### src/rtl/dds_seq_pkg.sv
// Package: shared types for the modulation RAM update sequencer.
// Assumes: nothing beyond IEEE 1800-2017.
package dds_seq_pkg;

    // Sequencer phases: idle, RAM read issue, first byte load,
    // chip-select setup, bit shifting.
    typedef enum logic [2:0] {
        ST_IDLE  = 3'd0,
        ST_FETCH = 3'd1,
        ST_LOAD  = 3'd2,
        ST_SETUP = 3'd3,
        ST_SHIFT = 3'd4
    } seq_state_e;

endpackage

### src/rtl/dds_seq_ctrl.sv
// Module: dds_seq_ctrl
// Shared frame controller. It accepts the update and restart strobes while
// idle, issues the commit pulse, clamps the block length, and times the
// serial frame: one RAM fetch, chip-select setup, then 8 bits per byte at
// 2*HALF_DIV clocks per bit. A strobe that arrives while busy is dropped
// and sets a sticky overrun flag.
// Assumes: the RAM has a one-cycle read latency; HALF_DIV >= 1; SETUP_CYC >= 1.
module dds_seq_ctrl
    import dds_seq_pkg::*;
#(
    parameter int LEN_W     = 4,
    parameter int MIN_BYTES = 2,
    parameter int MAX_BYTES = 11,
    parameter int HALF_DIV  = 2,
    parameter int SETUP_CYC = 3
) (
    input  logic             clk,
    input  logic             rst_n,
    input  logic             upd_i,
    input  logic             restart_n_i,
    input  logic [LEN_W-1:0] blk_len_i,
    output logic             launch_o,
    output logic             from_zero_o,
    output logic [LEN_W-1:0] len_next_o,
    output logic             load_first_o,
    output logic             load_next_o,
    output logic             shift_o,
    output logic             cs_n_o,
    output logic             sclk_o,
    output logic             busy_o,
    output logic             ioupd_o,
    output logic             overrun_o
);
    localparam int PH_W = (2 * HALF_DIV > 1) ? $clog2(2 * HALF_DIV) : 1;
    localparam int SU_W = (SETUP_CYC > 1) ? $clog2(SETUP_CYC) : 1;
    localparam logic [PH_W-1:0]  PH_LAST = PH_W'(2 * HALF_DIV - 1);
    localparam logic [PH_W-1:0]  PH_HIGH = PH_W'(HALF_DIV);
    localparam logic [SU_W-1:0]  SU_LAST = SU_W'(SETUP_CYC - 1);
    localparam logic [LEN_W-1:0] LEN_MIN = LEN_W'(MIN_BYTES);
    localparam logic [LEN_W-1:0] LEN_MAX = LEN_W'(MAX_BYTES);

    seq_state_e       state;
    logic [PH_W-1:0]  ph;
    logic [2:0]       bitc;
    logic [LEN_W-1:0] bytec;
    logic [LEN_W-1:0] len_q;
    logic [SU_W-1:0]  su;
    logic             ioupd_q;
    logic             ovr_q;
    logic             strobe;
    logic             accept;
    logic             bit_end;
    logic             last_byte;

    // Strobe decode and acceptance.
    always_comb begin
        strobe      = upd_i | ~restart_n_i;
        busy_o      = (state != ST_IDLE);
        accept      = strobe & ~busy_o;
        launch_o    = accept;
        from_zero_o = ~restart_n_i;
    end

    // Hold the requested length within the legal byte range.
    always_comb begin
        if (blk_len_i < LEN_MIN)      len_next_o = LEN_MIN;
        else if (blk_len_i > LEN_MAX) len_next_o = LEN_MAX;
        else                          len_next_o = blk_len_i;
    end

    // Decode the serial strobes for the lanes and the link pins.
    always_comb begin
        bit_end      = (state == ST_SHIFT) && (ph == PH_LAST);
        last_byte    = (bytec == len_q - 1'b1);
        load_first_o = (state == ST_LOAD);
        load_next_o  = bit_end && (bitc == 3'd7) && !last_byte;
        shift_o      = bit_end && (bitc != 3'd7);
        cs_n_o       = (state == ST_IDLE);
        sclk_o       = (state == ST_SHIFT) && (ph >= PH_HIGH);
        ioupd_o      = ioupd_q;
        overrun_o    = ovr_q;
    end

    // Commit pulse and sticky overrun flag.
    always_ff @(posedge clk) begin
        if (!rst_n) begin
            ioupd_q <= 1'b0;
            ovr_q   <= 1'b0;
        end else begin
            ioupd_q <= accept & upd_i;
            if (strobe && busy_o) ovr_q <= 1'b1;
        end
    end

    // Frame sequencing: fetch, load, setup, then bit and byte counting.
    always_ff @(posedge clk) begin
        if (!rst_n) begin
            state <= ST_IDLE;
            len_q <= LEN_MIN;
            ph    <= '0;
            bitc  <= '0;
            bytec <= '0;
            su    <= '0;
        end else begin
            case (state)
                ST_IDLE: begin
                    if (accept) begin
                        len_q <= len_next_o;
                        state <= ST_FETCH;
                    end
                end
                ST_FETCH: state <= ST_LOAD;
                ST_LOAD: begin
                    su    <= '0;
                    state <= ST_SETUP;
                end
                ST_SETUP: begin
                    if (su == SU_LAST) begin
                        ph    <= '0;
                        bitc  <= '0;
                        bytec <= '0;
                        state <= ST_SHIFT;
                    end else begin
                        su <= su + 1'b1;
                    end
                end
                ST_SHIFT: begin
                    if (ph == PH_LAST) begin
                        ph <= '0;
                        if (bitc == 3'd7) begin
                            bitc <= '0;
                            if (last_byte) state <= ST_IDLE;
                            else           bytec <= bytec + 1'b1;
                        end else begin
                            bitc <= bitc + 1'b1;
                        end
                    end else begin
                        ph <= ph + 1'b1;
                    end
                end
                default: state <= ST_IDLE;
            endcase
        end
    end

    // a commit pulse only ever follows an update strobe.
    assert_commit_follows_update_R1: assert property (@(posedge clk) disable iff (!rst_n)
        ioupd_o |-> $past(upd_i));

    // a restart accepted alone never commits.
    assert_restart_no_commit_R4: assert property (@(posedge clk) disable iff (!rst_n)
        (!busy_o && !restart_n_i && !upd_i) |=> !ioupd_o);

    // a strobe that arrives while busy raises the overrun flag.
    assert_busy_strobe_overrun_R8: assert property (@(posedge clk) disable iff (!rst_n)
        (busy_o && (upd_i || !restart_n_i)) |=> overrun_o);

    // once set, the overrun flag stays set until reset.
    assert_overrun_sticky_R8: assert property (@(posedge clk) disable iff (!rst_n)
        overrun_o |=> overrun_o);

    // while a transfer runs, the sampled length stays in range.
    assert_len_in_range_R7: assert property (@(posedge clk) disable iff (!rst_n)
        busy_o |-> (len_q >= LEN_MIN && len_q <= LEN_MAX));

endmodule

### src/rtl/dds_ser_lane.sv
// Module: dds_ser_lane
// Per-channel datapath. It holds the block address counter and the RAM read
// pointer, and shifts the current byte out MSB first. On launch the pointer
// starts at the block address (or at zero on a restart), and the block
// address moves on by the block length.
// Assumes: the RAM returns data one cycle after the address; control strobes
// come from dds_seq_ctrl.
module dds_ser_lane #(
    parameter int ADDR_W = 8,
    parameter int LEN_W  = 4
) (
    input  logic              clk,
    input  logic              rst_n,
    input  logic              launch_i,
    input  logic              from_zero_i,
    input  logic [LEN_W-1:0]  len_i,
    input  logic              load_first_i,
    input  logic              load_next_i,
    input  logic              shift_i,
    input  logic [7:0]        rdata_i,
    output logic [ADDR_W-1:0] ram_addr_o,
    output logic              sdo_o
);
    logic [ADDR_W-1:0] base_q;
    logic [ADDR_W-1:0] rd_ptr;
    logic [ADDR_W-1:0] start;
    logic [7:0]        shreg;

    // Choose where the new block starts.
    always_comb begin
        start      = from_zero_i ? '0 : base_q;
        ram_addr_o = rd_ptr;
        sdo_o      = shreg[7];
    end

    // Block address counter and RAM read pointer.
    always_ff @(posedge clk) begin
        if (!rst_n) begin
            base_q <= '0;
            rd_ptr <= '0;
        end else if (launch_i) begin
            rd_ptr <= start;
            base_q <= start + ADDR_W'(len_i);
        end else if (load_first_i || load_next_i) begin
            rd_ptr <= rd_ptr + 1'b1;
        end
    end

    // Output shift register, MSB first.
    always_ff @(posedge clk) begin
        if (!rst_n) begin
            shreg <= '0;
        end else if (load_first_i || load_next_i) begin
            shreg <= rdata_i;
        end else if (shift_i) begin
            shreg <= {shreg[6:0], 1'b0};
        end
    end

    // a restart launch points the read address at zero.
    assert_restart_addr_zero_R4: assert property (@(posedge clk) disable iff (!rst_n)
        (launch_i && from_zero_i) |=> (ram_addr_o == '0));

    // every byte load moves the read address forward by one.
    assert_addr_step_R2: assert property (@(posedge clk) disable iff (!rst_n)
        (load_first_i || load_next_i) |=> (ram_addr_o == $past(ram_addr_o) + 1'b1));

endmodule

### src/rtl/dds_update_seq.sv
// Module: dds_update_seq (top)
// Update sequencer for one board that serves NUM_CH DDS channels. A single
// controller times the commit pulse and the serial frame. One lane per
// channel reads that channel's RAM and shifts its data out.
// Assumes: one synchronous-read RAM per channel outside the block; strobes
// are synchronous to clk.
module dds_update_seq #(
    parameter int NUM_CH    = 2,
    parameter int ADDR_W    = 8,
    parameter int LEN_W     = 4,
    parameter int HALF_DIV  = 2,
    parameter int SETUP_CYC = 3
) (
    input  logic                     clk,
    input  logic                     rst_n,
    input  logic                     upd_i,
    input  logic                     restart_n_i,
    input  logic [LEN_W-1:0]         blk_len_i,
    output logic [NUM_CH*ADDR_W-1:0] ram_addr_o,
    input  logic [NUM_CH*8-1:0]      ram_rdata_i,
    output logic                     ioupd_o,
    output logic                     cs_n_o,
    output logic                     sclk_o,
    output logic [NUM_CH-1:0]        sdo_o,
    output logic                     busy_o,
    output logic                     overrun_o
);
    logic             launch;
    logic             from_zero;
    logic [LEN_W-1:0] len_next;
    logic             load_first;
    logic             load_next;
    logic             shift;

    dds_seq_ctrl #(
        .LEN_W    (LEN_W),
        .MIN_BYTES(2),
        .MAX_BYTES(11),
        .HALF_DIV (HALF_DIV),
        .SETUP_CYC(SETUP_CYC)
    ) i_ctrl (
        .clk         (clk),
        .rst_n       (rst_n),
        .upd_i       (upd_i),
        .restart_n_i (restart_n_i),
        .blk_len_i   (blk_len_i),
        .launch_o    (launch),
        .from_zero_o (from_zero),
        .len_next_o  (len_next),
        .load_first_o(load_first),
        .load_next_o (load_next),
        .shift_o     (shift),
        .cs_n_o      (cs_n_o),
        .sclk_o      (sclk_o),
        .busy_o      (busy_o),
        .ioupd_o     (ioupd_o),
        .overrun_o   (overrun_o)
    );

    // One lane per DDS channel, each with its own RAM port and counter.
    for (genvar ch = 0; ch < NUM_CH; ch++) begin : g_lane
        dds_ser_lane #(
            .ADDR_W(ADDR_W),
            .LEN_W (LEN_W)
        ) i_lane (
            .clk         (clk),
            .rst_n       (rst_n),
            .launch_i    (launch),
            .from_zero_i (from_zero),
            .len_i       (len_next),
            .load_first_i(load_first),
            .load_next_i (load_next),
            .shift_i     (shift),
            .rdata_i     (ram_rdata_i[ch*8 +: 8]),
            .ram_addr_o  (ram_addr_o[ch*ADDR_W +: ADDR_W]),
            .sdo_o       (sdo_o[ch])
        );
    end

endmodule

### config.mk
export PLATFORM = sky130hd
export DESIGN_NAME = dds_update_seq
export DESIGN_NICKNAME = d
export VERILOG_FILES = /design/src/rtl/dds_seq_pkg.sv /design/src/rtl/dds_seq_ctrl.sv /design/src/rtl/dds_ser_lane.sv /design/src/rtl/dds_update_seq.sv
export SDC_FILE = /design/constraint.sdc
export NUM_CORES = 1
export LEC_CHECK = 0
export BUFFER_PORTS_ARGS = -buffer_cell sky130_fd_sc_hd__buf_2
export CORE_MARGIN = 2
export CORE_UTILIZATION = 58
export DETAILED_ROUTE_END_ITERATION = 7
export PLACE_DENSITY = 0.86
export SYNTH_ARGS = -nofsm -noshare
export SYNTH_HDL_FRONTEND = slang
export SYNTH_SLANG_ARGS = --single-unit
### constraint.sdc
create_clock -name clk -period 2.4 [get_ports clk]
set_input_delay 0.24 -clock clk [delete_from_list [all_inputs] [get_ports clk]]
set_output_delay 0.24 -clock clk [all_outputs]
set_load 0.02 [all_outputs]
# Yosys cells after proc, flatten, opt, wreduce, memory -nomap -nowiden
# Cells that the tools add are included.
[op_classes]
add_sub_neg = 9
order_cmp = 3
bitwise_logic = 5
muxes = 32
eq_ne = 16
reduce_logical = 20
[ops]
columns = ["cell", "n"]
rows = [
  ["8-bit 2-to-1 mux", 10],
  ["3-bit 2-to-1 mux", 8],
  ["4-bit 2-to-1 mux", 6],
  ["8-bit by 1-bit adder with 8-bit output, second input constant", 2],
  ["8-bit by 4-bit adder with 8-bit output", 2],
  ["3-bit one-hot mux with 5 select lines", 1],
  ["5-bit AND reduction", 2],
  ["2-bit inequality test, second input constant", 4],
  ["2-bit one-hot mux with 2 select lines", 2],
  ["4-bit one-hot mux with 2 select lines", 1],
  ["2-bit nonzero test", 4],
  ["3-bit by 2-bit equality test with 1-bit output, second input constant", 2],
  ["3-bit equality test, second input constant", 2],
  ["1-bit logical AND", 6],
  ["2-bit 2-to-1 mux", 3],
  ["2-bit by 1-bit inequality test with 1-bit output, second input constant", 3],
  ["3-bit one-hot mux with 2 select lines", 1],
  ["2-bit AND reduction", 3],
  ["2-bit by 1-bit adder with 2-bit output, second input constant", 2],
  ["4-bit by 1-bit adder with 4-bit output, second input constant", 1],
  ["2-bit equality test, second input constant", 2],
  ["4-bit equality test", 1],
  ["4-bit greater-than comparator, second input constant", 1],
  ["4-bit by 2-bit < comparator with 1-bit output, second input constant", 1],
  ["other kinds (13)", 15],
]
[word_totals]
word_cells = 99
output_inout_bits = 23
input_bits = 24
ff_bits = 68

# Logic depth before layout (Yosys ltp)
# Gate-level depths: netlist of run 1.
[logic_depth]
depth_word = 7
depth_mapped = 11
depth_no_buf = 11

# Modules after synthesis
# A second synthesis of run 1 with hierarchy kept.
[unflattened]
hier_cells = 428
hier_area_um2 = 3809.9
[by_module_without_submodules]
columns = ["mod", "area_each_um2", "seq_area_each_um2", "cells_per_inst", "n_inst"]
rows = [
  ["dds_ser_lane at g_lane[0].i_lane", 1380.1, 480.5, 153, 1],
  ["dds_ser_lane at g_lane[1].i_lane", 1297.5, 480.5, 147, 1],
  ["dds_seq_ctrl", 1132.3, 400.4, 128, 1],
]

# Least setup slack after synthesis of run 1
# No wires, ideal clock.
[synth_path]
kind = "reg2reg"
from = "reg i_ctrl.state[0]"
to = "reg g_lane[0].i_lane.base_q[5]"
setup_time_ns = 0.065
setup_slack_ns = 0.239
path_stages_with_launch = 9
t_required_ns = 2.335
t_arrival_ns = 2.096
n_path_buf = 1
period_less_slack_ns = 2.161
cell_sequence = "dfxtp_1 or3_1 inv_1 and3_1 buf_2 nand2_1 nor2_1 mux2_2 nor2_1"
[synth_between]
elab_chain_cells = 3
[synth_rtl]
columns = ["item", "line", "rtl"]
rows = [
  ["start: declaration", "dds_seq_ctrl.sv:42", "seq_state_e state;"],
  ["start signal: assignment", "dds_seq_ctrl.sv:98", "state <= ST_IDLE;"],
  ["start signal: assignment", "dds_seq_ctrl.sv:109", "state <= ST_FETCH;"],
  ["start signal: assignment", "dds_seq_ctrl.sv:112", "ST_FETCH: state <= ST_LOAD;"],
  ["3-bit nonzero test", "dds_seq_ctrl.sv:58", "busy_o = (state != ST_IDLE);"],
  ["net busy_o", "dds_update_seq.sv:25", "output logic busy_o,"],
  ["1-bit inverter", "dds_seq_ctrl.sv:59", "accept = strobe & ~busy_o;"],
  ["1-bit AND", "dds_seq_ctrl.sv:59", ""],
  ["end signal: assignment", "dds_ser_lane.sv:43", "base_q <= start + ADDR_W'(len_i);"],
  ["end: declaration", "dds_ser_lane.sv:24", "logic [ADDR_W-1:0] base_q;"],
]
# The timed path passes the listed nets, and every way through them passes these cells.
# A chain may end at the register's enable or synchronous reset.

# Final worst setup path of run 1
[layout_path]
from = "reg i_ctrl.len_q[0]"
to = "reg g_lane[1].i_lane.rd_ptr[2]"
[layout_between]
elab_chain_cells = 6
[layout_rtl]
columns = ["item", "line", "rtl"]
rows = [
  ["start: declaration", "dds_seq_ctrl.sv:46", "logic [LEN_W-1:0] len_q;"],
  ["start signal: assignment", "dds_seq_ctrl.sv:108", "len_q <= len_next_o;"],
  ["4-bit by 1-bit subtractor with 4-bit output", "dds_seq_ctrl.sv:74", "last_byte = (bytec == len_q - 1'b1);"],
  ["4-bit equality test", "dds_seq_ctrl.sv:74", ""],
  ["1-bit logical NOT", "dds_seq_ctrl.sv:76", "load_next_o = bit_end && (bitc == 3'd7) && !last_byte;"],
  ["1-bit logical AND", "dds_seq_ctrl.sv:76", ""],
  ["1-bit logical OR", "dds_ser_lane.sv:44", "end else if (load_first_i || load_next_i) begin"],
  ["2-bit nonzero test (no source line)", "n/a", ""],
  ["end signal: assignment", "dds_ser_lane.sv:42", "rd_ptr <= start;"],
  ["end signal: assignment", "dds_ser_lane.sv:45", "rd_ptr <= rd_ptr + 1'b1;"],
  ["end: declaration", "dds_ser_lane.sv:25", "logic [ADDR_W-1:0] rd_ptr;"],
]
# No other way between the ends.

==> flow_results.xml, run 1 <==
<?xml version="1.0" encoding="UTF-8"?>
<metrics>
  <group name="outcome">
    <metric name="status" unit="">finished clean</metric>
  </group>
  <group name="yosys">
    <metric name="synth-async-reset-ratio" unit="%">0</metric>
    <metric name="ys_top_cells_by_count" unit="">71 x sky130_fd_sc_hd__nand2_1, 68 x sky130_fd_sc_hd__dfxtp_1, 37 x sky130_fd_sc_hd__a21oi_1</metric>
    <metric name="cell_type_with_the_highest_aggregate_area_in_the_netlist" unit="">sky130_fd_sc_hd__dfxtp_1</metric>
    <metric name="synth_ff_type" unit="">sky130_fd_sc_hd__dfxtp_1</metric>
    <metric name="synthMostInstantiatedCell" unit="">sky130_fd_sc_hd__nand2_1</metric>
    <metric name="netlist-cell-type-count" unit="">48</metric>
    <metric name="yosysWarnings" unit="">0</metric>
    <metric name="synth_area_leaders" unit="">sky130_fd_sc_hd__dfxtp_1 38%, sky130_fd_sc_hd__nand2_1 7.5%, sky130_fd_sc_hd__ha_1 6.0%</metric>
    <metric name="netlist_area" unit="mm2">0.003562</metric>
    <metric name="syn-num-nets" unit="">474</metric>
    <metric name="synth-seq-cells" unit="">68</metric>
    <metric name="synthesis.area_per_instance" unit="um2">8.265</metric>
    <metric name="syn-instance-count" unit="">431</metric>
    <metric name="edff_count_synth" unit="">0</metric>
    <metric name="synth.yosys.seq_area_share" unit="%">38.22</metric>
    <metric name="synth_top_area_share" unit="%">38.22</metric>
  </group>
  <group name="clock_tree">
    <metric name="worst_skew_pair.late_latency" unit="ns">0.35</metric>
    <metric name="clk_pin_slew_worst_paths" unit="ns">0.07</metric>
    <metric name="cts.sink_count" unit="">68</metric>
    <metric name="root_buffer" unit="">sky130_fd_sc_hd__clkbuf_8</metric>
    <metric name="ctsHtreeMaxLevel" unit="">3</metric>
    <metric name="number_of_buffers_inserted_to_repair_setup_after_cts" unit="">0</metric>
    <metric name="clock_tree_from_tritoncts" unit="">done</metric>
    <metric name="numCtsBuffers" unit="">9</metric>
    <metric name="clockBufferDepth" unit="">2</metric>
  </group>
  <group name="floorplan">
    <metric name="initial_utilization" unit="%">60.16</metric>
    <metric name="io_pins" unit="">47</metric>
    <metric name="fp.dieArea" unit="mm2">0.006785</metric>
    <metric name="die_x" unit="um">82.37</metric>
    <metric name="die-height" unit="um">82.37</metric>
    <metric name="core_region_area" unit="mm2">0.005921</metric>
    <metric name="core.rowCount" unit="">28</metric>
  </group>
  <group name="cells_and_area">
    <metric name="multi_input_comb_area" unit="mm2">0.002056</metric>
    <metric name="layout.filler_cells" unit="">449</metric>
    <metric name="core_occupancy_in_the_finished_layout" unit="%">69.95</metric>
    <metric name="layoutNonFillerInstCount" unit="">561</metric>
    <metric name="regArea" unit="mm2">0.001361</metric>
    <metric name="nets" unit="">524</metric>
    <metric name="number_of_antenna_repair_diodes" unit="">0</metric>
    <metric name="layout-drive-gt1-share" unit="%">17.90</metric>
    <metric name="layout-area-overhead-vs-synth" unit="%">16.26</metric>
  </group>
  <group name="setup_path">
    <metric name="logic_depth_of_the_worst_register_to_register_path" unit="">9</metric>
    <metric name="slowest_stage" unit="">sky130_fd_sc_hd__dfxtp_1</metric>
    <metric name="r2r_start" unit="">i_ctrl.len_q[0]$_SDFFE_PN0P_</metric>
    <metric name="cp.required" unit="ns">2.64</metric>
    <metric name="cp-end-kind" unit="">flip-flop</metric>
    <metric name="timing.critical_path.arrival" unit="ns">2.45</metric>
    <metric name="critical_path.cell_chain" unit="">inv_1, ha_1, xnor2_1, nor3_2, a311oi_4, buf_4, nor2_2, nor2_1, o2111a_1</metric>
    <metric name="rr_endpoint" unit="">g_lane[1].i_lane.ram_addr_o[2]$_SDFFE_PN0P_</metric>
    <metric name="cp_max_fo" unit="">5</metric>
    <metric name="worstSetupStartpointType" unit="">flip-flop</metric>
    <metric name="worst-path-buf-inv" unit="">2</metric>
    <metric name="crit_path_leading_delay_family" unit="">simple AND/OR/NAND/NOR gates</metric>
    <metric name="regToRegSetupSlack" unit="ns">0.19</metric>
    <metric name="timing.critical_path.slowest_cell_delay" unit="ns">0.39</metric>
    <metric name="path_class" unit="">flip-flop to flip-flop</metric>
  </group>
  <group name="routing">
    <metric name="avgRoutedWirePerCell" unit="um">14.73</metric>
    <metric name="drc" unit="">0</metric>
    <metric name="route.detailed.vias_per_inst" unit="">5.766</metric>
    <metric name="dr_total_vias" unit="">3235</metric>
    <metric name="ant_nets" unit="">0</metric>
    <metric name="total_wire_length" unit="mm">8.265</metric>
    <metric name="drtIter0Drc" unit="">201</metric>
    <metric name="drt_first_pass_iters" unit="">5</metric>
  </group>
  <group name="power_and_ir_drop">
    <metric name="p_switching" unit="mW">0.8136</metric>
    <metric name="sequentialPowerShare" unit="%">44.8</metric>
    <metric name="irDropWorstVdd" unit="uV">414.9</metric>
    <metric name="power.combinational.fraction" unit="%">19.0</metric>
    <metric name="power.density" unit="mW/mm2">677.3</metric>
    <metric name="internal-power" unit="mW">1.991</metric>
    <metric name="power.static_leakage" unit="nW">1.731</metric>
    <metric name="swShare" unit="%">29.01</metric>
    <metric name="power_frac_clock" unit="%">36.1</metric>
  </group>
  <group name="placement">
    <metric name="dp.final_hpwl" unit="mm">5.898</metric>
    <metric name="routabilityCongestion" unit="">0.8374</metric>
    <metric name="placed_cells_incl_taps" unit="">545</metric>
    <metric name="port-buffer-count" unit="">46</metric>
  </group>
  <group name="timing">
    <metric name="achievable-frequency" unit="GHz">0.4528</metric>
    <metric name="grt_setup_unrepaired" unit="">no</metric>
    <metric name="period_needed" unit="ns">2.208</metric>
    <metric name="timing.clock.skew" unit="ns">0.009406</metric>
    <metric name="finalSetupViolCount" unit="">0</metric>
    <metric name="worstMarginPinSlew" unit="ns">0.8476</metric>
    <metric name="drv_slew" unit="">0</metric>
    <metric name="hold_violations" unit="">0</metric>
    <metric name="worst_slew_margin_rel" unit="%">43.43</metric>
    <metric name="post-route-period-util" unit="%">92.02</metric>
  </group>
  <group name="global_routing">
    <metric name="number_of_antenna_violations_at_the_first_check_in_global_routing" unit="">0</metric>
    <metric name="globalRoute.totalOverflow" unit="">0</metric>
    <metric name="via_count_of_the_first_global_routing_pass" unit="">3058</metric>
    <metric name="global_route_wire_length_before_repair" unit="mm">13.45</metric>
    <metric name="pin_count_of_the_biggest_net_entering_global_routing" unit="">35</metric>
    <metric name="grt.total_usage" unit="%">26.06</metric>
  </group>
  <group name="min_path">
    <metric name="hp-start" unit="">ram_rdata_i[8]</metric>
    <metric name="hold-path-cell-count" unit="">3</metric>
    <metric name="timing.hold.worst.class" unit="">input pin to flip-flop</metric>
    <metric name="worst_hold_path.endpoint" unit="">g_lane[1].i_lane.shreg[0]$_SDFFE_PN0P_</metric>
  </group>
  <group name="job">
    <metric name="drv_cap" unit="">0</metric>
  </group>
</metrics>
power by group through the flow:
stage	registers (mW)	clock network (mW)	logic [mW]
floorplan	1.29	0	0.347
global placement	1.28	0	0.505
detailed placement	1.28	0	0.521
CTS	1.26	1.03	0.525
global route	1.27	1.08	0.593
finish	1.26	1.01	0.534
worst min-delay path: stages:
cell,delay [ns]
sky130_fd_sc_hd__buf_2,0.08
sky130_fd_sc_hd__a21oi_1,0.05
sky130_fd_sc_hd__nor2_1,0.07
layout by cell type (no fill, tap or decap), types with 13 or more instances in the layout:
| master | instances |
|---|---|
| sky130_fd_sc_hd__a22oi_1 | 13 |
| sky130_fd_sc_hd__o21ai_0 | 17 |
| sky130_fd_sc_hd__ha_1 | 17 |
| sky130_fd_sc_hd__buf_4 | 15 |
| sky130_fd_sc_hd__nor2_1 | 33 |
| sky130_fd_sc_hd__dfxtp_1 | 68 |
| sky130_fd_sc_hd__nand2_1 | 71 |
| sky130_fd_sc_hd__buf_2 | 46 |
| sky130_fd_sc_hd__a21oi_1 | 37 |
| sky130_fd_sc_hd__inv_1 | 14 |
repair_timing:
action / 4_1_cts / 5_1_grt
pin swaps: 0 / 1
hold buffers: 0 / 0
gates resized for setup: 1 / 3
setup endpoints to repair: 2 / 8
stage by stage:
| stage | power (mW) | hold WS [ns] | area [um2] | setup TNS [ns] | worst slack (ns) |
|---|---|---|---|---|---|
| after floorplan | 1.634 | 0.3807 | 3562 | 0 | 0.2393 |
| after global placement | 1.783 | 0.4404 | 3914 | -0.01717 | -0.01717 |
| after detailed placement | 1.803 | 0.4460 | 3914 | -0.09763 | -0.07773 |
| after CTS | 2.808 | 0.1246 | 4131 | 0 | 0.1334 |
| after global routing | 2.941 | 0.1190 | 4141 | 0 | 0.02367 |
| final | 2.805 | 0.1340 | 4141 | 0 | 0.1916 |
metal layers:
| metal | wire length (um) | GRT usage [%] | share of wire, % |
|---|---|---|---|
| met2 | 4116 | 44.35 | 50 |
| met1 | 3480 | 30.71 | 42 |
| met3 | 488 | 7.283 | 5.9 |
| met5 | 0 | 0 | 0 |
| met4 | 179 | 10.83 | 2.2 |
cell families after synthesis:
group,after synthesis,synth area share [%]
buffers and inverters,37,4.426
flip-flops,68,38.22
AO/OA/AOI/OAI,107,20.20
adder cells (fa/ha/maj),19,7.095
AND/OR/NAND/NOR,174,23.04
XOR/XNOR,21,5.585
multiplexers,5,1.440
area by class of cell:
cell class                 instances  share of cell area (%)
inverter                          14                   1.269
tap                               75                   2.266
clock inverter                     7                   2.205
sequential                        68                   32.87
multi-input combinational        326                   49.64
clock buffer                       9                   2.991
timing repair buffer              62                   8.761
state kept, by name (all words and copies together) (netlist names):
name and cells:
g_lane.i_lane.base_q 16, g_lane.i_lane.ram_addr_o 16, g_lane.i_lane.shreg 16, i_ctrl.bytec 4, i_ctrl.len_q 4, i_ctrl.bitc 3
i_ctrl.state 3, i_ctrl.ph 2, i_ctrl.su 2, i_ctrl.ioupd_o 1, i_ctrl.overrun_o 1
worst max-delay path by stage:
stage	startpoint	endpoint	cells past startpoint
3_3_place_gp	blk_len_i[3]	g_lane[0].i_lane.base_q[6]$_SDFFE_PN0P_	12
3_5_place_dp	blk_len_i[3]	g_lane[0].i_lane.base_q[6]$_SDFFE_PN0P_	12
5_1_grt	i_ctrl.len_q[0]$_SDFFE_PN0P_	g_lane[1].i_lane.ram_addr_o[2]$_SDFFE_PN0P_	9
2_1_floorplan	i_ctrl.state[0]$_SDFFE_PN0P_	g_lane[0].i_lane.base_q[5]$_SDFFE_PN0P_	8
4_1_cts	i_ctrl.len_q[0]$_SDFFE_PN0P_	g_lane[1].i_lane.ram_addr_o[2]$_SDFFE_PN0P_	9
6_report	i_ctrl.len_q[0]$_SDFFE_PN0P_	g_lane[1].i_lane.ram_addr_o[2]$_SDFFE_PN0P_	9
Power figures use the tool's default switching activity.
==> run 2: changes to the inputs <==
- RECOVER_POWER: default -> 50
==> run 2 against run 1 <==
Against the previous run:
- die area did not move
- count of clock-buffer cells in the layout stayed put
- combinational power is 2% lower
- fmax rose by 0.39%
- non-clock buffer count unchanged
- final area decreased by 0.91%
- power decreased by 0.39%
- global-route usage stayed put
==> flow_results.xml, run 2 (synthesis gave the netlist of run 1 again) <==
<?xml version="1.0" encoding="UTF-8"?>
<metrics>
  <group name="setup_path">
    <metric name="worstSetupStartpointType" unit="">flip-flop</metric>
    <metric name="cp_max_fo" unit="">5</metric>
    <metric name="cp-end-kind" unit="">flip-flop</metric>
    <metric name="timing.critical_path.slowest_cell_delay" unit="ns">0.39</metric>
    <metric name="rr_endpoint" unit="">g_lane[1].i_lane.ram_addr_o[2]$_SDFFE_PN0P_</metric>
    <metric name="critical_path.cell_chain" unit="">inv_1, ha_1, xnor2_1, nor3_2, a311oi_4, buf_4, nor2_2, nor2_1, o2111a_1</metric>
    <metric name="r2r_start" unit="">i_ctrl.len_q[0]$_SDFFE_PN0P_</metric>
    <metric name="slowest_stage" unit="">sky130_fd_sc_hd__dfxtp_1</metric>
    <metric name="timing.critical_path.arrival" unit="ns">2.44</metric>
    <metric name="cp.required" unit="ns">2.64</metric>
    <metric name="logic_depth_of_the_worst_register_to_register_path" unit="">9</metric>
    <metric name="regToRegSetupSlack" unit="ns">0.20</metric>
    <metric name="path_class" unit="">flip-flop to flip-flop</metric>
  </group>
  <group name="power_and_ir_drop">
    <metric name="power.static_leakage" unit="nW">1.630</metric>
    <metric name="irDropWorstVdd" unit="uV">415.0</metric>
    <metric name="power.density" unit="mW/mm2">680.8</metric>
    <metric name="p_total" unit="mW">2.794</metric>
  </group>
  <group name="clock_tree">
    <metric name="clockBufferDepth" unit="">2</metric>
    <metric name="clock_tree_from_tritoncts" unit="">done</metric>
    <metric name="ctsHtreeMaxLevel" unit="">3</metric>
    <metric name="clk_pin_slew_worst_paths" unit="ns">0.07</metric>
    <metric name="cts.sink_count" unit="">68</metric>
    <metric name="number_of_buffers_inserted_to_repair_setup_after_cts" unit="">0</metric>
    <metric name="numCtsBuffers" unit="">9</metric>
    <metric name="worst_skew_pair.late_latency" unit="ns">0.34</metric>
    <metric name="ctsHoldBuffers" unit="">0</metric>
    <metric name="root_buffer" unit="">sky130_fd_sc_hd__clkbuf_8</metric>
  </group>
  <group name="min_path">
    <metric name="timing.hold.worst.class" unit="">input pin to flip-flop</metric>
    <metric name="worst_hold_path.endpoint" unit="">g_lane[1].i_lane.shreg[0]$_SDFFE_PN0P_</metric>
    <metric name="hold-path-cell-count" unit="">3</metric>
    <metric name="hp-start" unit="">ram_rdata_i[8]</metric>
  </group>
  <group name="outcome">
    <metric name="status" unit="">finished clean</metric>
  </group>
  <group name="routing">
    <metric name="ant_nets" unit="">0</metric>
    <metric name="dr_total_vias" unit="">3263</metric>
    <metric name="wl_met2" unit="mm">4.147</metric>
    <metric name="total_wire_length" unit="mm">8.297</metric>
    <metric name="drt_first_pass_iters" unit="">5</metric>
    <metric name="top_layer_used" unit="">met4</metric>
    <metric name="met3_wirelength" unit="um">493</metric>
    <metric name="route.detailed.vias_per_inst" unit="">5.816</metric>
    <metric name="avgRoutedWirePerCell" unit="um">14.79</metric>
    <metric name="drtIter0Drc" unit="">217</metric>
    <metric name="routedLengthMet1" unit="mm">3.451</metric>
    <metric name="drc" unit="">0</metric>
  </group>
  <group name="timing">
    <metric name="tns" unit="ns">0</metric>
    <metric name="post-route-period-util" unit="%">91.66</metric>
    <metric name="worstMarginPinSlew" unit="ns">0.8417</metric>
    <metric name="finalSetupViolCount" unit="">0</metric>
    <metric name="hold_violations" unit="">0</metric>
    <metric name="timing.clock.skew" unit="ns">0.008933</metric>
    <metric name="worst_slew_margin_rel" unit="%">43.83</metric>
    <metric name="achievable-frequency" unit="GHz">0.4546</metric>
    <metric name="period_needed" unit="ns">2.200</metric>
    <metric name="drv_slew" unit="">0</metric>
    <metric name="grt_setup_unrepaired" unit="">no</metric>
    <metric name="setup_slack" unit="ns">0.2001</metric>
  </group>
  <group name="placement">
    <metric name="port-buffer-count" unit="">46</metric>
    <metric name="pre_cts_slack" unit="ns">-0.07773</metric>
    <metric name="dp.final_hpwl" unit="mm">5.898</metric>
    <metric name="routabilityCongestion" unit="">0.8374</metric>
  </group>
  <group name="cells_and_area">
    <metric name="layout-drive-gt1-share" unit="%">12.96</metric>
    <metric name="most_frequent_standard_cell_in_the_layout_excluding_fill_and_tap_cells" unit="">sky130_fd_sc_hd__nand2_1</metric>
    <metric name="layout-area-overhead-vs-synth" unit="%">15.21</metric>
    <metric name="number_of_antenna_repair_diodes" unit="">0</metric>
    <metric name="nets" unit="">524</metric>
    <metric name="layout.filler_cells" unit="">469</metric>
    <metric name="layout.cells.most_common_list" unit="">71 x sky130_fd_sc_hd__nand2_1, 68 x sky130_fd_sc_hd__dfxtp_1, 37 x sky130_fd_sc_hd__a21oi_1</metric>
  </group>
  <group name="floorplan">
    <metric name="core.rowCount" unit="">28</metric>
    <metric name="die_x" unit="um">82.37</metric>
    <metric name="io_pins" unit="">47</metric>
    <metric name="fp.dieArea" unit="mm2">0.006785</metric>
    <metric name="core_region_area" unit="mm2">0.005921</metric>
    <metric name="die-height" unit="um">82.37</metric>
    <metric name="initial_utilization" unit="%">60.16</metric>
  </group>
  <group name="global_routing">
    <metric name="pin_count_of_the_biggest_net_entering_global_routing" unit="">35</metric>
    <metric name="number_of_antenna_violations_at_the_first_check_in_global_routing" unit="">0</metric>
    <metric name="via_count_of_the_first_global_routing_pass" unit="">3058</metric>
    <metric name="grt.total_usage" unit="%">26.06</metric>
    <metric name="global_route_wire_length_before_repair" unit="mm">13.45</metric>
    <metric name="globalRoute.totalOverflow" unit="">0</metric>
  </group>
  <group name="job">
    <metric name="drv_cap" unit="">0</metric>
  </group>
</metrics>
-- run 2: worst max-delay path by stage --
stage | from | cells past startpoint | slack (ns) | endpoint
floorplan | i_ctrl.state[0]$_SDFFE_PN0P_ | 8 | 0.24 | g_lane[0].i_lane.base_q[5]$_SDFFE_PN0P_
CTS | i_ctrl.len_q[0]$_SDFFE_PN0P_ | 9 | 0.13 | g_lane[1].i_lane.ram_addr_o[2]$_SDFFE_PN0P_
finish | i_ctrl.len_q[0]$_SDFFE_PN0P_ | 9 | 0.20 | g_lane[1].i_lane.ram_addr_o[2]$_SDFFE_PN0P_
global route | i_ctrl.len_q[0]$_SDFFE_PN0P_ | 9 | 0.02 | g_lane[1].i_lane.ram_addr_o[2]$_SDFFE_PN0P_
global placement | blk_len_i[3] | 12 | -0.02 | g_lane[0].i_lane.base_q[6]$_SDFFE_PN0P_
detailed placement | blk_len_i[3] | 12 | -0.08 | g_lane[0].i_lane.base_q[6]$_SDFFE_PN0P_
-- run 2: cell type report --
cell class | instances | area [um2] | area share [%]
clock buffers | 9 | 123.9 | 3.018
well taps | 75 | 93.84 | 2.287
clock inverters | 7 | 91.34 | 2.226
repair buffers | 62 | 325.3 | 7.927
inverters | 14 | 52.55 | 1.280
flip-flops and latches | 68 | 1361 | 33.17
multi-input cells | 326 | 2056 | 50.09
-- run 2: critical path: cells and delay by family, from the launching register on --
kind                       cells  cell delay, ns
AOI/OAI and AO/OA              2            0.43
buffers and inverters          2            0.27
adders and majority gates      1            0.30
and+or+nand+nor                3            0.57
DFF                            1            0.39
xor gates and xnor gates       1            0.14
-- run 2: through the flow --
stage / instances / hold slack, ns / instance area (um2) / utilization, %
6_report: 561 / 0.1342 / 4104 / 69.32
5_1_grt: 561 / 0.1190 / 4104 / 69.32
3_5_place_dp: 545 / 0.4460 / 3914 / 66.10
4_1_cts: 561 / 0.1246 / 4131 / 69.78
3_3_place_gp: 545 / 0.4404 / 3914 / 66.10
2_1_floorplan: 431 / 0.3807 / 3562 / -
-- run 2: power breakdown --
part	switching, mW	internal [mW]	total (mW)
logic	0.318	0.203	0.522
registers	0.0632	1.19	1.26
clock network	0.434	0.580	1.01
total	0.816	1.98	2.79
-- run 2: routing by layer --
metal  vias to the layer above  GRT usage, %
met5                         -             0
met4                         0         10.83
met3                        25         7.283
met2                       109         44.35
met1                      1528         30.71
li1                       1601             -
-- run 2: timing repair --
item | CTS | global route
setup endpoints to repair | 2 | 8
pin swaps | 0 | 1
gates resized for setup | 1 | 3
==> run 3: changes to the inputs <==
- BUFFER_PORTS_ARGS: -buffer_cell sky130_fd_sc_hd__buf_2 -> default
- CORE_UTILIZATION: 58 -> 60
- DONT_BUFFER_PORTS: default -> 1
- PLACE_DENSITY: 0.86 -> 0.82
==> run 3 against run 2 <==
Against the previous run:
- non-clock buffer count fell by 46
- highest routed layer unchanged
- via count fell by 7.0%
- wire length fell by 2.0%
- sequential power barely moved
- final area fell by 4.7%
- utilization fell by 2.0 points
- die area fell by 3.2%
- final cell count fell by 8.2%
==> flow_results.xml, run 3 (synthesis gave the netlist of run 1 again) <==
<?xml version="1.0" encoding="UTF-8"?>
<metrics>
  <group name="placement">
    <metric name="routabilityCongestion" unit="">0.8252</metric>
    <metric name="placed_cells_incl_taps" unit="">498</metric>
    <metric name="dp.final_hpwl" unit="mm">5.689</metric>
    <metric name="port-buffer-count" unit="">0</metric>
  </group>
  <group name="power_and_ir_drop">
    <metric name="power.density" unit="mW/mm2">734.0</metric>
    <metric name="irDropWorstVdd" unit="uV">528.7</metric>
    <metric name="power.static_leakage" unit="nW">1.510</metric>
  </group>
  <group name="floorplan">
    <metric name="io_pins" unit="">47</metric>
    <metric name="initial_utilization" unit="%">61.25</metric>
    <metric name="die_x" unit="um">81.05</metric>
    <metric name="core_region_area" unit="mm2">0.005816</metric>
    <metric name="fp.dieArea" unit="mm2">0.006569</metric>
    <metric name="die-height" unit="um">81.05</metric>
    <metric name="core.rowCount" unit="">28</metric>
  </group>
  <group name="cells_and_area">
    <metric name="nets" unit="">478</metric>
    <metric name="layout.cells.most_common_list" unit="">71 x sky130_fd_sc_hd__nand2_1, 68 x sky130_fd_sc_hd__dfxtp_1, 37 x sky130_fd_sc_hd__a21oi_1</metric>
    <metric name="most_frequent_standard_cell_in_the_layout_excluding_fill_and_tap_cells" unit="">sky130_fd_sc_hd__nand2_1</metric>
    <metric name="number_of_antenna_repair_diodes" unit="">0</metric>
    <metric name="layoutNonFillerInstCount" unit="">515</metric>
    <metric name="layout-drive-gt1-share" unit="%">7.727</metric>
    <metric name="layout-area-overhead-vs-synth" unit="%">9.835</metric>
  </group>
  <group name="timing">
    <metric name="grt_setup_unrepaired" unit="">no</metric>
    <metric name="hold_slack" unit="ns">0.01562</metric>
    <metric name="post-route-period-util" unit="%">95.40</metric>
    <metric name="hold_violations" unit="">0</metric>
    <metric name="worst_slew_margin_rel" unit="%">55.43</metric>
    <metric name="tns" unit="ns">0</metric>
    <metric name="finalSetupViolCount" unit="">0</metric>
    <metric name="period_needed" unit="ns">2.290</metric>
    <metric name="achievable-frequency" unit="GHz">0.4367</metric>
    <metric name="drv_slew" unit="">0</metric>
    <metric name="worstMarginPinSlew" unit="ns">0.6678</metric>
    <metric name="timing.clock.skew" unit="ns">0.009905</metric>
  </group>
  <group name="job">
    <metric name="drv_cap" unit="">0</metric>
  </group>
  <group name="global_routing">
    <metric name="number_of_antenna_violations_at_the_first_check_in_global_routing" unit="">0</metric>
    <metric name="grt.total_usage" unit="%">25.77</metric>
    <metric name="via_count_of_the_first_global_routing_pass" unit="">2837</metric>
    <metric name="global_route_wire_length_before_repair" unit="mm">13.01</metric>
    <metric name="pin_count_of_the_biggest_net_entering_global_routing" unit="">36</metric>
    <metric name="globalRoute.totalOverflow" unit="">0</metric>
  </group>
  <group name="routing">
    <metric name="dr_total_vias" unit="">3036</metric>
    <metric name="ant_nets" unit="">0</metric>
    <metric name="drtIter0Drc" unit="">241</metric>
    <metric name="avgRoutedWirePerCell" unit="um">15.79</metric>
    <metric name="total_wire_length" unit="mm">8.133</metric>
    <metric name="drt_first_pass_iters" unit="">4</metric>
    <metric name="route.detailed.vias_per_inst" unit="">5.895</metric>
    <metric name="drc" unit="">0</metric>
  </group>
  <group name="clock_tree">
    <metric name="clk_pin_slew_worst_paths" unit="ns">0.08</metric>
    <metric name="root_buffer" unit="">sky130_fd_sc_hd__clkbuf_8</metric>
    <metric name="numCtsBuffers" unit="">9</metric>
    <metric name="clock_tree_from_tritoncts" unit="">done</metric>
    <metric name="clockBufferDepth" unit="">2</metric>
    <metric name="ctsHtreeMaxLevel" unit="">3</metric>
    <metric name="cts.sink_count" unit="">68</metric>
    <metric name="worst_skew_pair.late_latency" unit="ns">0.35</metric>
  </group>
  <group name="setup_path">
    <metric name="path_class" unit="">flip-flop to flip-flop</metric>
    <metric name="logic_depth_of_the_worst_register_to_register_path" unit="">8</metric>
    <metric name="regToRegSetupSlack" unit="ns">0.11</metric>
    <metric name="worst_setup_path_endpoint" unit="">g_lane[1].i_lane.ram_addr_o[2]$_SDFFE_PN0P_</metric>
    <metric name="worstSetupStartpointType" unit="">flip-flop</metric>
    <metric name="cp.required" unit="ns">2.65</metric>
    <metric name="cp-end-kind" unit="">flip-flop</metric>
    <metric name="r2r_start" unit="">i_ctrl.len_q[0]$_SDFFE_PN0P_</metric>
    <metric name="rr_endpoint" unit="">g_lane[1].i_lane.ram_addr_o[2]$_SDFFE_PN0P_</metric>
    <metric name="crit_start" unit="">i_ctrl.len_q[0]$_SDFFE_PN0P_</metric>
    <metric name="cp_max_fo" unit="">5</metric>
    <metric name="timing.critical_path.arrival" unit="ns">2.54</metric>
  </group>
  <group name="min_path">
    <metric name="timing.hold.worst.class" unit="">input pin to flip-flop</metric>
    <metric name="hp-start" unit="">rst_n</metric>
  </group>
  <group name="outcome">
    <metric name="status" unit="">finished clean</metric>
  </group>
</metrics>
## run 3: changes by cell type in the layout (fill, tap and decap cells not counted), moves of 2 or more
cell,change
sky130_fd_sc_hd__nor2_1,+2
sky130_fd_sc_hd__buf_2,-24
sky130_fd_sc_hd__clkbuf_1,-20
sky130_fd_sc_hd__clkinv_2,-2
## run 3: timing repair
item	4_1_cts	5_1_grt
hold buffers	1	0
endpoints found under the hold margin	1	0
setup endpoints to repair	0	18
resized for setup	0	3
setup buffers	0	0
## run 3: power by group
part | internal [mW] | total (mW) | switching [mW] | leakage, nW
sequential | 1.19 | 1.29 | 0.0913 | 0.553
combinational | 0.178 | 0.441 | 0.263 | 0.837
clock | 0.692 | 1.14 | 0.453 | 0.120
## run 3: metal layers
layer | global-route usage, % | vias to the layer above | wire, um
li1 | - | 1508 | -
met1 | 30.88 | 1432 | 3450
met2 | 44.55 | 82 | 4038
met3 | 5.778 | 14 | 491
met4 | 10.51 | 0 | 153
met5 | 0 | - | 0
## run 3: final cells by class
cell class / count / area (um2)
timing repair buffer: 16 / 118.9
clock buffer: 10 / 127.6
multi-input combinational: 326 / 2046
fill: 502 / 1903
sequential: 68 / 1361
tap: 75 / 93.84
clock inverter: 6 / 112.6
inverter: 14 / 52.55
## run 3: how the worst min path moves through the flow
stage	endpoint	slack [ns]	cells after the start
5_1_grt	i_ctrl.overrun_o$_SDFFE_PN0P_	0.009	1
2_1_floorplan	g_lane[0].i_lane.shreg[0]$_SDFFE_PN0P_	0.38	2
4_1_cts	g_lane[0].i_lane.ram_addr_o[6]$_SDFFE_PN0P_	0.003	2
6_report	g_lane[0].i_lane.ram_addr_o[6]$_SDFFE_PN0P_	0.02	2
3_3_place_gp	i_ctrl.len_q[1]$_SDFFE_PN1P_	0.34	1
3_5_place_dp	i_ctrl.len_q[1]$_SDFFE_PN1P_	0.34	1
## run 3: critical path, cell delays in order, from the launching register on
cell                       delay [ns]
sky130_fd_sc_hd__dfxtp_1         0.40
sky130_fd_sc_hd__inv_1           0.08
sky130_fd_sc_hd__ha_1            0.30
sky130_fd_sc_hd__xnor2_1         0.14
sky130_fd_sc_hd__nor3_2          0.31
sky130_fd_sc_hd__a311oi_4        0.21
sky130_fd_sc_hd__nor2_1          0.41
sky130_fd_sc_hd__nor2_1          0.10
sky130_fd_sc_hd__o2111a_1        0.24
## run 3: per-stage QoR
step | setup WS (ns) | total power, mW | cell area, um2 | util, %
finish | 0.1103 | 2.872 | 3913 | 67.28
global route | 0.009134 | 2.989 | 3913 | 67.28
CTS | 0.02918 | 2.883 | 3914 | 67.30
detailed placement | 0.07620 | 1.746 | 3664 | 62.99
global placement | 0.1830 | 1.729 | 3664 | 62.99
floorplan | 0.2393 | 1.634 | 3562 | -
